$ cat config.mk
export PLATFORM = sky130hd
export DESIGN_NAME = scl_clkgen
export DESIGN_NICKNAME = d
export VERILOG_FILES = /design/src/rtl/scl_gen_pkg.sv /design/src/rtl/scl_sync.sv /design/src/rtl/scl_prescaler.sv /design/src/rtl/scl_phase_seq.sv /design/src/rtl/scl_clkgen.sv
export SDC_FILE = /design/constraint.sdc
export NUM_CORES = 1
export LEC_CHECK = 0
export BUFFER_PORTS_ARGS = -buffer_cell sky130_fd_sc_hd__buf_2
export CAP_MARGIN = 25
export CORE_ASPECT_RATIO = 0.8
export CORE_MARGIN = 5
export CORE_UTILIZATION = 35
export DETAILED_ROUTE_END_ITERATION = 6
export GPL_TIMING_DRIVEN = 0
export PLACE_DENSITY = 0.6
export SLEW_MARGIN = 20
export SYNTH_ARGS = -nofsm -noshare
export SYNTH_HDL_FRONTEND = slang
export SYNTH_SLANG_ARGS = --single-unit
$ cat constraint.sdc
create_clock -name clk -period 3 [get_ports clk]
set_clock_uncertainty 0.2 [all_clocks]
set_input_delay 0.45 -clock clk [delete_from_list [all_inputs] [get_ports clk]]
set_output_delay 0.45 -clock clk [all_outputs]
set_load 0.01 [all_outputs]
$ cat src/rtl/scl_gen_pkg.sv
// Package: shared widths, speed-mode codes and the per-mode slot schedule
// for the SCL generator. Slots are numbered from 1; slot 0 means idle.
package scl_gen_pkg;

    localparam int SLOT_W = 5;   // holds slot numbers up to 16
    localparam int CONF_W = 3;   // holds re-confirm counts up to 6

    typedef enum logic [1:0] {
        SPD_STD  = 2'd0,
        SPD_FAST = 2'd1,
        SPD_PLUS = 2'd2,
        SPD_RSVD = 2'd3
    } speed_t;

    typedef struct packed {
        logic [SLOT_W-1:0] last_slot;    // final slot of the period
        logic [SLOT_W-1:0] sample_slot;  // first slot that samples for high
        logic [SLOT_W-1:0] drive_slot;   // slot in which the line is pulled low
        logic [CONF_W-1:0] reconfirm;    // high ticks required after a stretch
    } sched_t;

    // Map a speed code to its schedule; the reserved code reuses mode 2.
    function automatic sched_t sched_for(input logic [1:0] code);
        sched_t s;
        case (speed_t'(code))
            SPD_STD:  s = '{last_slot: 5'd5,  sample_slot: 5'd2, drive_slot: 5'd4, reconfirm: 3'd2};
            SPD_FAST: s = '{last_slot: 5'd4,  sample_slot: 5'd2, drive_slot: 5'd3, reconfirm: 3'd1};
            default:  s = '{last_slot: 5'd16, sample_slot: 5'd6, drive_slot: 5'd7, reconfirm: 3'd6};
        endcase
        return s;
    endfunction

endpackage

$ cat src/rtl/scl_sync.sv
// Module: scl_sync
// Multi-flop synchronizer for the sensed SCL level. It assumes the line idles
// high, so every stage resets to 1. STAGES must be at least 2.
module scl_sync #(
    parameter int STAGES = 2
) (
    input  logic clk,
    input  logic rst_n,
    input  logic d,
    output logic q
);
    logic [STAGES-1:0] chain;

    // Shift the asynchronous line level through the flop chain.
    always_ff @(posedge clk) begin
        if (!rst_n) chain <= '1;
        else        chain <= {chain[STAGES-2:0], d};
    end

    assign q = chain[STAGES-1];
endmodule

$ cat src/rtl/scl_prescaler.sv
// Module: scl_prescaler
// Divides the clock by div_val+1. It produces a one-cycle tick whenever the
// counter reaches div_val, and holds the counter at zero while run is low.
// div_val is expected to change only in the cycle of a tick.
module scl_prescaler #(
    parameter int DIV_W = 8
) (
    input  logic             clk,
    input  logic             rst_n,
    input  logic             run,
    input  logic [DIV_W-1:0] div_val,
    output logic             tick
);
    logic [DIV_W-1:0] cnt;

    assign tick = run && (cnt == div_val);

    // Count cycles up to the divider value, then wrap.
    always_ff @(posedge clk) begin
        if (!rst_n)             cnt <= '0;
        else if (!run || tick)  cnt <= '0;
        else                    cnt <= cnt + 1'b1;
    end
endmodule

$ cat src/rtl/scl_phase_seq.sv
// Module: scl_phase_seq
// Walks the per-mode slot schedule on prescaler ticks. It drives the pull-down,
// holds the period while a client stretches the clock, checks the low phase,
// and captures baud/mode at every period start. It assumes scl_s is already
// synchronized and each tick lasts longer than the synchronizer delay.
module scl_phase_seq
    import scl_gen_pkg::*;
#(
    parameter int BAUD_W = 8
) (
    input  logic              clk,
    input  logic              rst_n,
    input  logic              en,
    input  logic              tick,
    input  logic              scl_s,
    input  logic [BAUD_W-1:0] baud_in,
    input  logic [1:0]        mode_in,
    output logic [BAUD_W-1:0] baud_q,
    output logic              run,
    output logic              pull_low,
    output logic              period_done,
    output logic              stretch_active,
    output logic              low_err
);
    sched_t            sch_q;
    logic [SLOT_W-1:0] slot;
    logic [CONF_W-1:0] conf;
    logic              stretch;
    logic              err_q;
    logic              done_q;

    // Capture configuration, advance slots, handle stretching and low checks.
    always_ff @(posedge clk) begin
        if (!rst_n) begin
            slot    <= '0;
            conf    <= '0;
            stretch <= 1'b0;
            err_q   <= 1'b0;
            done_q  <= 1'b0;
            baud_q  <= '0;
            sch_q   <= sched_for(2'd0);
        end else if (!en) begin
            slot    <= '0;
            conf    <= '0;
            stretch <= 1'b0;
            err_q   <= 1'b0;
            done_q  <= 1'b0;
        end else begin
            done_q <= 1'b0;
            if (slot == '0) begin
                slot   <= SLOT_W'(1);
                baud_q <= baud_in;
                sch_q  <= sched_for(mode_in);
            end else if (tick) begin
                if (slot == sch_q.last_slot) begin
                    if (scl_s) err_q <= 1'b1;
                    slot   <= SLOT_W'(1);
                    done_q <= 1'b1;
                    baud_q <= baud_in;
                    sch_q  <= sched_for(mode_in);
                end else if (slot > sch_q.drive_slot) begin
                    if (scl_s) err_q <= 1'b1;
                    slot <= slot + 1'b1;
                end else if (slot == sch_q.drive_slot) begin
                    slot <= slot + 1'b1;
                end else if (slot >= sch_q.sample_slot) begin
                    if (stretch) begin
                        if (scl_s) begin
                            stretch <= 1'b0;
                            conf    <= sch_q.reconfirm;
                        end
                    end else if (conf != '0) begin
                        if (!scl_s) begin
                            stretch <= 1'b1;
                            conf    <= '0;
                        end else if (conf == CONF_W'(1)) begin
                            conf <= '0;
                            slot <= sch_q.drive_slot;
                        end else begin
                            conf <= conf - 1'b1;
                        end
                    end else if (scl_s) begin
                        slot <= slot + 1'b1;
                    end else begin
                        stretch <= 1'b1;
                    end
                end else begin
                    slot <= slot + 1'b1;
                end
            end
        end
    end

    assign run            = (slot != '0);
    assign pull_low       = (slot != '0) && (slot >= sch_q.drive_slot);
    assign period_done    = done_q;
    assign stretch_active = stretch;
    assign low_err        = err_q;
endmodule

$ cat src/rtl/scl_clkgen.sv
// Module: scl_clkgen (top)
// I2C host SCL generator: a synchronizer, a tick prescaler and a slot
// sequencer. The pad is assumed to be open-drain with an external pull-up;
// scl_pull_low enables the pull-down and nothing ever drives the line high.
module scl_clkgen #(
    parameter int BAUD_W      = 8,
    parameter int SYNC_STAGES = 2
) (
    input  logic              clk,
    input  logic              rst_n,
    input  logic              en,
    input  logic [BAUD_W-1:0] baud,
    input  logic [1:0]        mode,
    input  logic              scl_in,
    output logic              scl_pull_low,
    output logic              period_done,
    output logic              stretch_active,
    output logic              low_err
);
    logic              scl_s;
    logic              tick;
    logic              run;
    logic [BAUD_W-1:0] baud_q;

    scl_sync #(.STAGES(SYNC_STAGES)) u_sync (
        .clk   (clk),
        .rst_n (rst_n),
        .d     (scl_in),
        .q     (scl_s)
    );

    scl_prescaler #(.DIV_W(BAUD_W)) u_presc (
        .clk     (clk),
        .rst_n   (rst_n),
        .run     (run),
        .div_val (baud_q),
        .tick    (tick)
    );

    scl_phase_seq #(.BAUD_W(BAUD_W)) u_seq (
        .clk            (clk),
        .rst_n          (rst_n),
        .en             (en),
        .tick           (tick),
        .scl_s          (scl_s),
        .baud_in        (baud),
        .mode_in        (mode),
        .baud_q         (baud_q),
        .run            (run),
        .pull_low       (scl_pull_low),
        .period_done    (period_done),
        .stretch_active (stretch_active),
        .low_err        (low_err)
    );
endmodule

== Yosys cells after proc, flatten, opt, wreduce, memory -nomap -nowiden ==
Index checks and enable logic that the tools add are counted.

* Reductions and logical operators: 22
* Bitwise gates (word level): 7
* Magnitude comparators: 3
* Equal/unequal tests: 12
* Mux-type cells: 28
* Add/subtract/negate cells: 3

{| class="wikitable"
|+ Operators with widths
! cell !! number
|-
| $mux 18 || 3
|-
| $mux 5 || 9
|-
| $pmux 18 s2 || 1
|-
| $mux 8 || 3
|-
| $mux 3 || 5
|-
| $eq 5x5->1 || 2
|-
| $ge 5x5->1 || 2
|-
| $add 8x1->8 const B || 1
|-
| $eq 8x8->1 || 1
|-
| $reduce_and 4->1 || 2
|-
| $reduce_and 8->1 || 1
|-
| $reduce_bool 2->1 || 4
|-
| $mux 1 || 7
|-
| $ne 7x3->1 const B || 1
|-
| $not 1->1 || 7
|-
| $ne 6x2->1 const B || 1
|-
| $ne 6x3->1 const B || 1
|-
| $ne 6x6->1 const B || 1
|-
| $reduce_and 3->1 || 2
|-
| $reduce_and 6->1 || 1
|-
| $add 5x1->5 const B || 1
|-
| $gt 5x5->1 || 1
|-
| $logic_not 5->1 || 1
|-
| $ne 5x2->1 const B || 1
|-
| 15 further kinds || 16
|}

* Register bits: 47
* Input bits: 14

== Depth between registers and ports, before layout ==
Gate-level depths: netlist of the first run.

* Word-level depth: 11
* Depth in mapped cells: 9
* Depth with buffers taken out: 8

== Hierarchy ==
From an unflattened synthesis of the first run, not the netlist that was laid out.

* Cell total of the unflattened synthesis: 218
* Area, all modules: 1936.9 um^2

{| class="wikitable"
|+ By module, submodules not included
! module !! area an instance (um^2) !! cells each !! times used
|-
| scl_phase_seq || 1417.6 || 169 || 1
|-
| scl_prescaler || 466.7 || 45 || 1
|-
| scl_sync || 52.6 || 4 || 1
|}

== Worst setup path after synthesis of the first run ==
OpenSTA, ideal clock, no wires.

* Path type: reg-to-reg
* Start point: reg u_seq.slot[0]
* End point: reg u_seq.slot[3]
* Required time: 2.676 ns
* Data arrival time: 1.971 ns
* Stages on the path, launching flop included: 9
* Library setup time: 0.124 ns
* Slack: 0.705 ns
* Path buffers: 0
* Path through: dfxtp_1 -> inv_1 -> ha_1 -> and3_1 -> nand2b_1 -> or3_1 -> o21ai_2 -> nand4b_1 -> o22ai_1

* Cells in the longest elaborated chain, start to end: 8
* Elaborated cells between the ends (all ways): 20

{| class="wikitable"
|+ RTL lines
! what !! line !! RTL
|-
| from (decl) || scl_phase_seq.sv:26 || <nowiki>logic [SLOT_W-1:0] slot;</nowiki>
|-
| from (signal assigned) || scl_phase_seq.sv:63 || <nowiki>slot <= slot + 1'b1;</nowiki>
|-
| from (signal assigned) || scl_phase_seq.sv:65 || <nowiki>slot <= slot + 1'b1;</nowiki>
|-
| from (signal assigned) || scl_phase_seq.sv:78 || <nowiki>slot <= sch_q.drive_slot;</nowiki>
|-
| $add 5x1->5 || n/a ||
|-
| $mux 5 || scl_phase_seq.sv:82 || <nowiki>end else if (scl_s) begin</nowiki>
|-
| $mux 5 || scl_phase_seq.sv:72 || <nowiki>end else if (conf != '0) begin</nowiki>
|-
| $mux 5 || scl_phase_seq.sv:67 || <nowiki>if (stretch) begin</nowiki>
|-
| $mux 5 || scl_phase_seq.sv:66 || <nowiki>end else if (slot >= sch_q.sample_slot) begin</nowiki>
|-
| $mux 5 || scl_phase_seq.sv:64 || <nowiki>end else if (slot == sch_q.drive_slot) begin</nowiki>
|-
| $mux 5 || scl_phase_seq.sv:61 || <nowiki>end else if (slot > sch_q.drive_slot) begin</nowiki>
|-
| $mux 5 || scl_phase_seq.sv:55 || <nowiki>if (slot == sch_q.last_slot) begin</nowiki>
|}

Several ways; a longest one is shown, not always the timed one. The select of a mux whose other input is x is not followed.
A chain may end at the register's enable or synchronous reset.

== Worst setup path after layout of the first run ==
Ends and elaborated chain as after synthesis.

==> run metrics, run 1 <==
Hold WC Path Type primary input to flop; Port Buf Inserts 16; die area 7301 um2; gr ovfl total 0; RSZ-0062 raised after global routing false; Synth Area in Simple Gates 0.2736; register area share after synthesis 0.3522; Worst-Margin Slew 0.5173 ns; post-synth cell types 53; setup TNS 0 ns; layout cells sized above 1 0.1975; area of the multi-input gates 1212 um2; CP endpoint kind flop; Chip Width 94.29 um; CTS Root Cell clkbuf_8; Worst Path Required 2.97 ns; worst hold margin 0.1417 ns; routed length per instance 13.63 um; total wire length 4374 um; first drt pass iteration count 4; # setup viols final 0; Tot GR Track Use 0.1288; I/O pins 18; CTS tree done; area grow syn2layout 14.15%; Syn Inst Count 219; DRT iter0 DRCs 84; first-pass GRT wire length 7417 um; mux cell area share after synthesis 0.01509; clock sink total 35; Post-CTS Setup Repair Bufs 0; Fill cells 561; number of flops mapped to enable cells by yosys 0; Hold Violations, Final 0; Ys Warns 0; XOR/XNOR Fraction of Synth Area 0.1000; synthesized-area fraction occupied by adder cells 0.06918; Final GP Congestion 0.8213; Startpoint Class flop; vias per cell 5.034; largest family of logic cells by synthesized area simple AND/OR/NAND/NOR gates; Via Count 1616; core area between 5000 and 6000 um2; Final Cell Area 2271 um2; Overall Power 1.011 mW; DRT antenna net count 0; complex-gate fraction of the synthesized area 0.1516; period utilisation layout 0.8665; Async S/R FF share, synth 0; syn nets around 240; Register Area 700.7 um2; Pwr Density 445.1 nW/um2; #FFs+latches synth 35; Rel. slew slack 0.6551; Post-route DRC 0; max cap viols 0; diode count 0; vias in the first global route between 1000 and 1500; Initial Utilization 0.3620; Detailed Place HPWL 3248 um; TritonCTS buffer count 5; H-tree Lvls 2; Reg clk slew, reported paths 0.07 ns; Cell Area, Synth 1989 um2; nets 267; kind of critical path flop to flop; crit path max fanout 8; fin crit period roughly 2.6 ns; Post-CTS Hold Fix Bufs 0; Die Height 77.44 um; insertion delay to the later sink of the worst-skew pair between 0.2 and 0.3 ns; LEAKAGE 0.9003 nW; Rows 24; f_max about 380 MHz; Synth Flop Type dfxtp_1; initial antenna violation count 0; pin count of the biggest net entering global routing 12; clk buf depth 2; outcome finished clean; area post-placement between 2000 and 2500 um2; # resized after CTS 0; crit path DAT 2.57 ns; VDD IR-drop max 0.1946 mV; syn_area_per_cell 9.084 um2; max-slew violation count 0
## registers in the layout (all words and copies together) (netlist names)
name,count
u_seq.sch_q,6
u_seq.low_err,1
u_seq.period_done,1
u_seq.slot,5
u_seq.conf,3
u_sync.chain,2
u_seq.baud_q,8
u_presc.cnt,8
u_seq.stretch_active,1
## stage by stage
stage / worst slack, ns / utilization / cells
detailed placement: 0.4375 / 0.3944 / 313
global route: 0.2637 / 0.4133 / 321
CTS: 0.4302 / 0.4133 / 321
floorplan: 0.7048 / - / 219
finish: 0.4006 / 0.4133 / 321
global placement: 0.4534 / 0.3944 / 313
## cells by family (layout without fill, tap and decap cells)
| kind of cell | after synthesis | in the layout |
|---|---|---|
| muxes | 3 | 3 |
| adders and majority gates | 11 | 11 |
| and+or+nand+nor | 93 | 93 |
| buffers and inverters | 18 | 42 |
| DFF | 35 | 35 |
| AOI/OAI and AO/OA | 41 | 41 |
| xor gates and xnor gates | 18 | 18 |
## power breakdown
group | internal (mW) | switching, mW
clock network | 0.209 | 0.178
registers | 0.480 | 0.0172
logic | 0.0557 | 0.0707
total | 0.745 | 0.266
## synth_stat cells (all sizes together) (2+ instances only)
| master | count | area share |
|---|---|---|
| nand3 | 12 | 0.030 |
| nand2 | 19 | 0.037 |
| buf | 6 | 0.016 |
| nand4 | 3 | 0.025 |
| xnor2 | 12 | 0.074 |
| dfxtp | 35 | 0.35 |
| nor3 | 4 | 0.018 |
| a31oi | 5 | 0.016 |
| a211oi | 2 | 0.0075 |
| o21ai | 6 | 0.017 |
| a21oi | 8 | 0.020 |
| o31ai | 6 | 0.032 |
| mux2i | 3 | 0.015 |
| and2 | 2 | 0.0063 |
| nor4b | 3 | 0.028 |
| nor2 | 31 | 0.060 |
| ha | 11 | 0.069 |
| nand3b | 2 | 0.0075 |
| and3 | 3 | 0.010 |
| a31o | 9 | 0.040 |
| clkbuf | 2 | 0.0038 |
| xor2 | 6 | 0.026 |
| nand2b | 6 | 0.019 |
| inv | 10 | 0.019 |
## critical path: stages (launching register included)
cell and delay (ns):
dfxtp_1 0.44, inv_1 0.14, ha_1 0.30, and3_1 0.17
nand2b_1 0.22, or3_1 0.44, o21ai_2 0.33, nand4b_1 0.17
o22ai_1 0.08
## placed cells by master, fill, tap and decap left out, drive strengths merged, types with 2 or more instances in the layout
cell    instances
a211oi          2
a21oi           8
a31o            9
a31oi           5
and2            2
and3            3
buf            22
clkbuf          9
dfxtp          35
ha             11
inv            10
mux2i           3
nand2          19
nand2b          6
nand3          12
nand3b          2
nand4           3
nor2           31
nor3            4
nor4b           3
o21ai           6
o31ai           6
xnor2          12
xor2            6
## metal layers
metal | vias up | GRT usage | wire (um)
li1 | 810 | - | -
met1 | 767 | 0.2004 | 2386
met2 | 33 | 0.1707 | 1748
met3 | 6 | 0.03191 | 172
met4 | 0 | 0.04040 | 66
met5 | - | 0 | 0
## cell type report
cell class / count / share of cell area
multi-input combinational: 166 / 0.5339
sequential: 35 / 0.3085
tap: 78 / 0.04298
clock buffer: 7 / 0.04242
timing repair buffer: 16 / 0.03526
buffer: 8 / 0.01708
inverter: 10 / 0.01653
clock inverter: 1 / 0.003306
## worst paths after layout
path,start,end,slack (ns),cells past startpoint
max,u_seq.slot[0]$_SDFFE_PN0P_,u_seq.slot[3]$_SDFFE_PP0P_,0.40,8
min,scl_in,u_sync.chain[0]$_SDFF_PN1_,0.14,2
min reg2reg,u_sync.chain[0]$_SDFF_PN1_,u_sync.chain[1]$_SDFF_PN1_,0.21,1
max reg2reg,u_seq.slot[0]$_SDFFE_PN0P_,u_seq.slot[3]$_SDFFE_PP0P_,0.40,8
(Power assumes the default switching activity.)
==> run 2: changes to the inputs <==
Settings changed: MAX_ROUTING_LAYER from default to met4, SETUP_SLACK_MARGIN from default to 0.15.
Clock period 3 ns to 3.4 ns, I/O delays scaled along.
==> run 2 against run 1 <==
Effect of this change: clock-buffer cell count unchanged; critical path depth decreased by 1; flip-flop and latch count unchanged; core utilization unchanged; routed wire length decreased by 0.48%; final cell count unchanged; worst setup slack improved by 0.39 ns; largest power group unchanged; cell area unchanged; first-iteration DRC count increased by 23%; via count decreased by 0.12%.
==> run metrics, run 2 (same netlist as run 1, synthesis figures left out) <==
outcome finished clean; Rows 24; crit path DAT 1.90 ns; Top Registers u_presc.cnt x8, u_seq.baud_q x8, u_seq.sch_q x6; GRT busiest layer met1; Port Buf Inserts 16; crit path max fanout 6; area of the multi-input gates 1212 um2; LEAKAGE 0.9003 nW; pin count of the biggest net entering global routing 12; Worst-Margin Slew 0.5050 ns; max-slew violation count 0; crit-path cells inv_1, ha_1, and3_1, nand2b_1, nor2_1, nor2_1, buf_2; # setup viols final 0; CP Buf/Inv Count 2; clk buf depth 2; setup TNS 0 ns; VDD IR-drop max 0.1723 mV; Chip Width 94.29 um; Detailed Place HPWL ~3200 um; DRT iter0 DRCs 103; Comb pwr share 0.125; initial antenna violation count 0; CP endpoint kind output port; period utilisation layout 0.7672; TritonCTS buffer count 5; Tot GR Track Use 0.1327; Setup WS pre-CTS 0.8375 ns; Post-route DRC 0; clock power share 0.384; Worst Path Required 2.69 ns; area grow syn2layout 14.15%; Post-CTS Hold Fix Bufs 0; Worst path slowest cell dfxtp_1; kind of critical path flop to output port; hold endpoint u_sync.chain[0]$_SDFF_PN1_; total wire length 4353 um; Pwr Density 393.1 nW/um2; clock sink total 35; # resized after CTS 0; layout cells sized above 1 0.1975; Initial Utilization 0.3620; worst reg2reg endpoint u_seq.slot[3]$_SDFFE_PP0P_; nets 267; Final Cell Area approximately 2300 um2; R2R Path Start u_seq.slot[0]$_SDFFE_PN0P_; insertion delay to the later sink of the worst-skew pair 0.29 ns; family with the most delay on the worst path simple AND/OR/NAND/NOR gates; Hold Violations, Final 0; CTS Root Cell clkbuf_8; CTS tree done; core area 5495 um2; met3 Track Usage GR 0.03191; most common cell after layout, fill and taps aside dfxtp_1; area post-placement 2167 um2; most frequent cells in the layout 35 x dfxtp_1, 30 x nor2_1, 20 x buf_2; reg-to-reg setup timing slack a little over 0.8 ns; Final GP Congestion 0.8336; gr ovfl total 0; Crit path largest cell delay 0.44 ns; worst hold start scl_in; met2 track demand over resource 0.1700; routed length per instance approximately 14 um; Via Count roughly 1600; diode count 0; max cap viols 0; Startpoint Class flop; H-tree Lvls 2; Die Height 77.44 um; Post-CTS Setup Repair Bufs 0; I/O pins 18; first drt pass iteration count 4; Fill cells 561; Hold WC Path Type primary input to flop; Hold Crit Depth 2; RSZ-0062 raised after global routing false; Sw Share 0.2640; vias per cell 5.028; part of the power in registers 0.491; f_max 383.4 MHz; Worst Reg-to-Reg Cells 8; fin crit period between 2 and 3 ns; first-pass GRT wire length 7403 um; Register Area ~700 um2; Reg clk slew, reported paths 0.07 ns; met1 Usage GRT 0.2009; die area 7301 um2; vias in the first global route around 1500; DRT antenna net count 0; PnR worst setup slack 0.7917 ns; Psw 235.7 uW; cell mode on critical path nor2_1; Rel. slew slack 0.6633; Int Power 657.0 uW
-- run 2: cell counts in the layout (fill, tap and decap cells not counted) --
Identical to the previous run, type by type.
-- run 2: stage by stage --
step | instances | hold slack (ns) | utilization | power [mW]
6_report | 321 | 0.1989 | 0.4133 | 0.8926
3_3_place_gp | 313 | 0.1904 | 0.3944 | 0.5584
5_1_grt | 321 | 0.1936 | 0.4133 | 0.9335
4_1_cts | 321 | 0.1922 | 0.4133 | 0.9005
3_5_place_dp | 313 | 0.1979 | 0.3944 | 0.5598
2_1_floorplan | 219 | 0.1863 | - | 0.5295
-- run 2: cell type report --
cell class | count | share of cell area
Inverter | 10 | 0.01653
Buffer | 8 | 0.01708
Timing Repair Buffer | 16 | 0.03526
Sequential cell | 35 | 0.3085
Tap cell | 78 | 0.04298
Multi-Input combinational cell | 166 | 0.5339
Clock buffer | 7 | 0.04242
Clock inverter | 1 | 0.003306
-- run 2: power groups by stage --
stage               Sequential (mW)  Combinational (mW)  Clock, mW
floorplan                     0.444              0.0856          0
global placement              0.448               0.111          0
detailed placement            0.448               0.112          0
CTS                           0.438               0.112      0.350
global route                  0.440               0.125      0.369
finish                        0.439               0.111      0.343
-- run 2: how the worst max path moves through the flow --
stage / start / endpoint / slack (ns) / depth (start not counted)
after global routing: u_seq.slot[0]$_SDFFE_PN0P_ / u_seq.slot[3]$_SDFFE_PP0P_ / 0.66 / 8
after CTS: u_seq.slot[0]$_SDFFE_PN0P_ / scl_pull_low / 0.79 / 7
after floorplan: u_seq.slot[0]$_SDFFE_PN0P_ / u_seq.slot[3]$_SDFFE_PP0P_ / 1.10 / 8
after detailed placement: u_seq.slot[0]$_SDFFE_PN0P_ / u_seq.slot[3]$_SDFFE_PP0P_ / 0.84 / 8
final: u_seq.slot[0]$_SDFFE_PN0P_ / scl_pull_low / 0.79 / 7
after global placement: u_seq.slot[0]$_SDFFE_PN0P_ / u_seq.slot[3]$_SDFFE_PP0P_ / 0.85 / 8
-- run 2: layer usage --
layer / routed length [um] / up-vias
met5: 0 / -
met1: 2375 / 759
met2: 1738 / 38
li1: - / 810
met4: 68 / 0
met3: 170 / 7
==> run 3: changes to the inputs <==
Settings changed: ABC_AREA from default to 1, PLACE_DENSITY 0.6 to 0.61.
Clock period 3.4 ns to 2.3 ns, I/O delays scaled along.
==> run 3 against run 2 <==
Effect of this change: clock-buffer cell count is 2 lower; non-clock buffer count is 2 higher; final cell count is 29% higher; sequential power grew 48%; sequential share of layout area shrank 2.5 points; cell area grew 11%; critical endpoint is now u_seq.slot[0]$_SDFFE_PN0P_; critical path depth increased by 5.
==> run metrics, run 3 <==
reg-to-reg setup timing slack around 0.22 ns; total wire length 5012 um; Via Count 1908; Final Cell Area about 2500 um2; Register Area just over 700 um2; routed wl met2 roughly 2200 um; Reg clk slew, reported paths 0.08 ns; Post-synth top cells 71 x nand2_1, 60 x nor2_1, 35 x dfxtp_1, 35 x inv_1; Worst Setup EP u_seq.slot[0]$_SDFFE_PN0P_; cell mode on critical path nand2_1; Ys Warns 0; Cell Area, Synth 2036 um2; TritonCTS buffer count 5; crit-path cells buf_4, ha_1, o21ai_0, nand2_1, nand2_2, nor2_4, buf_4, a21oi_1, nor2_1, nand2_1, nand2_1, nor2_1; Port Buf Inserts 17; Detailed Place HPWL 3599 um; Fill cells 582; Worst-Margin Slew approximately 0.46 ns; number of flops mapped to enable cells by yosys 0; Final GP Congestion 0.8434; RSZ-0062 raised after global routing false; Startpoint Class flop; worst reg2reg endpoint u_seq.slot[0]$_SDFFE_PN0P_; CP Buf/Inv Count 2; VDD IR-drop max 0.3978 mV; # setup viols final 0; routed length per instance 12.14 um; syn nets 330; top area cells in the synthesized netlist dfxtp_1 34%, nand2_1 13%, nor2_1 11%, ha_1 6.8%, inv_1 6.5%; die area 7451 um2; Yosys top cell by area dfxtp_1; most frequent cells in the layout 66 x nand2_1, 57 x nor2_1, 32 x inv_1; Worst Setup SP u_seq.slot[2]$_SDFFE_PP0P_; CTS Root Cell clkbuf_8; CTS tree done; clk buf depth 2; highest metal used met3; period utilisation layout 0.9050; Rows 24; max cap viols 0; outcome finished clean; first drt pass iteration count 4; setup TNS 0 ns; DRT antenna net count 0; fin crit period around 2.1 ns; Synth top area share 0.3442; #FFs+latches synth 35; I/O pins 18; max-slew violation count 0; metal3 WL around 210 um; CP endpoint kind flop; register area share after synthesis 0.3442; vias per cell 4.620; insertion delay to the later sink of the worst-skew pair 0.29 ns; H-tree Lvls 2; area of the multi-input gates 1284 um2; family with the most delay on the worst path simple AND/OR/NAND/NOR gates; initial antenna violation count 0; Worst path slowest cell dfxtp_4; area post-placement approximately 2200 um2; diode count 0; Pwr Density 568.9 nW/um2; pin count of the biggest net entering global routing 14; layout cells sized above 1 0.2239; gr ovfl total 0; top-count cell post-synth nand2_1; Async S/R FF share, synth 0; Post-route DRC 0; core area around 5600 um2; f_max 480.4 MHz; Tot GR Track Use 0.1433; kind of critical path flop to flop; first-pass GRT wire length 8169 um; clock sink total 35; Rel. slew slack 0.6891; crit path DAT ~2.1 ns; Initial Utilization 0.3664; Crit path largest cell delay 0.37 ns; vias in the first global route 1707; Syn Inst Count 305; syn_area_per_cell 6.674 um2; area grow syn2layout 24.09%; total stage count of the critical path 12; most common cell after layout, fill and taps aside nand2_1; Chip Width 95.27 um; Top Registers u_presc.cnt x8, u_seq.baud_q x8, u_seq.sch_q x6; LEAKAGE 1.107 nW; M1 WL 2564 um; Hold Violations, Final 0; DRT iter0 DRCs 145; post-synth cell types 27; Die Height 78.22 um; nets 359; Synth Flop Type dfxtp_1; R2R Path Start u_seq.slot[2]$_SDFFE_PP0P_; crit path max fanout 6; Worst Reg-to-Reg Cells 12; Hold WC Path Type primary input to flop; Worst Path Required 2.29 ns
run 3: cell count changes in the layout (fill, tap and decap cells not counted), sizes merged, moves of 4 or more:
cell	before	now
o21ai	6	18
nor2	31	67
o31ai	6	0
a31oi	5	1
nand2	19	75
inv	10	40
a31o	9	0
nand3	12	18
nand2b	6	0
run 3: metal layers:
metal,vias to the layer above,global-route usage
met2,33,0.2075
met4,0,0.03026
met5,-,-
met3,0,0.03346
met1,868,0.2019
li1,1007,-
run 3: stage by stage:
step	total power [mW]	hold slack, ns	worst slack [ns]	util	instances
after floorplan	0.7934	0.1925	0.3992	-	305
after global placement	0.8444	0.1956	0.1539	0.3993	400
after detailed placement	0.8470	0.2024	0.1720	0.3993	400
after CTS	1.427	0.02518	0.1502	0.4248	409
after global routing	1.513	0.03569	0.05854	0.4547	413
final	1.437	0.03386	0.2185	0.4547	413
run 3: what timing repair did:
| item | 4_1_cts | 5_1_grt |
|---|---|---|
| resized for setup | 8 | 32 |
| hold buffers | 0 | 0 |
| setup endpoints to repair | 3 | 13 |
| pin swaps | 1 | 7 |
| buffers inserted | 1 | 4 |
run 3: logic make-up (layout without fill, tap and decap cells):
group           after synthesis  in the layout  synth area share
compound gates               34             34           0.08913
xor+xnor                     14             14           0.06023
fa+ha+maj                    11             11           0.06761
simple gates                168            168            0.3479
flops                        35             35            0.3442
buf+inv                      43             73           0.09097
run 3: area by class of cell:
class | instances | area share
multi-input combinational | 227 | 0.5082
clock buffer | 5 | 0.02724
timing repair buffer | 22 | 0.04854
tap | 78 | 0.03863
sequential | 35 | 0.2833
clock inverter | 3 | 0.01882
buffer | 4 | 0.01337
inverter | 39 | 0.06191
run 3: worst min path at each step:
| stage | cells past startpoint | slack, ns | end | start |
|---|---|---|---|---|
| after floorplan | 1 | 0.19 | u_sync.chain[1]$_SDFF_PN1_ | u_sync.chain[0]$_SDFF_PN1_ |
| after global placement | 1 | 0.20 | u_sync.chain[1]$_SDFF_PN1_ | u_sync.chain[0]$_SDFF_PN1_ |
| after detailed placement | 1 | 0.20 | u_sync.chain[1]$_SDFF_PN1_ | u_sync.chain[0]$_SDFF_PN1_ |
| after CTS | 2 | 0.03 | u_sync.chain[0]$_SDFF_PN1_ | scl_in |
| after global routing | 2 | 0.04 | u_sync.chain[0]$_SDFF_PN1_ | scl_in |
| final | 2 | 0.03 | u_sync.chain[0]$_SDFF_PN1_ | scl_in |
run 3: where the power goes:
group | switching (mW) | internal (mW) | total, mW
logic | 0.127 | 0.0833 | 0.210
registers | 0.0196 | 0.631 | 0.651
clock network | 0.248 | 0.329 | 0.576
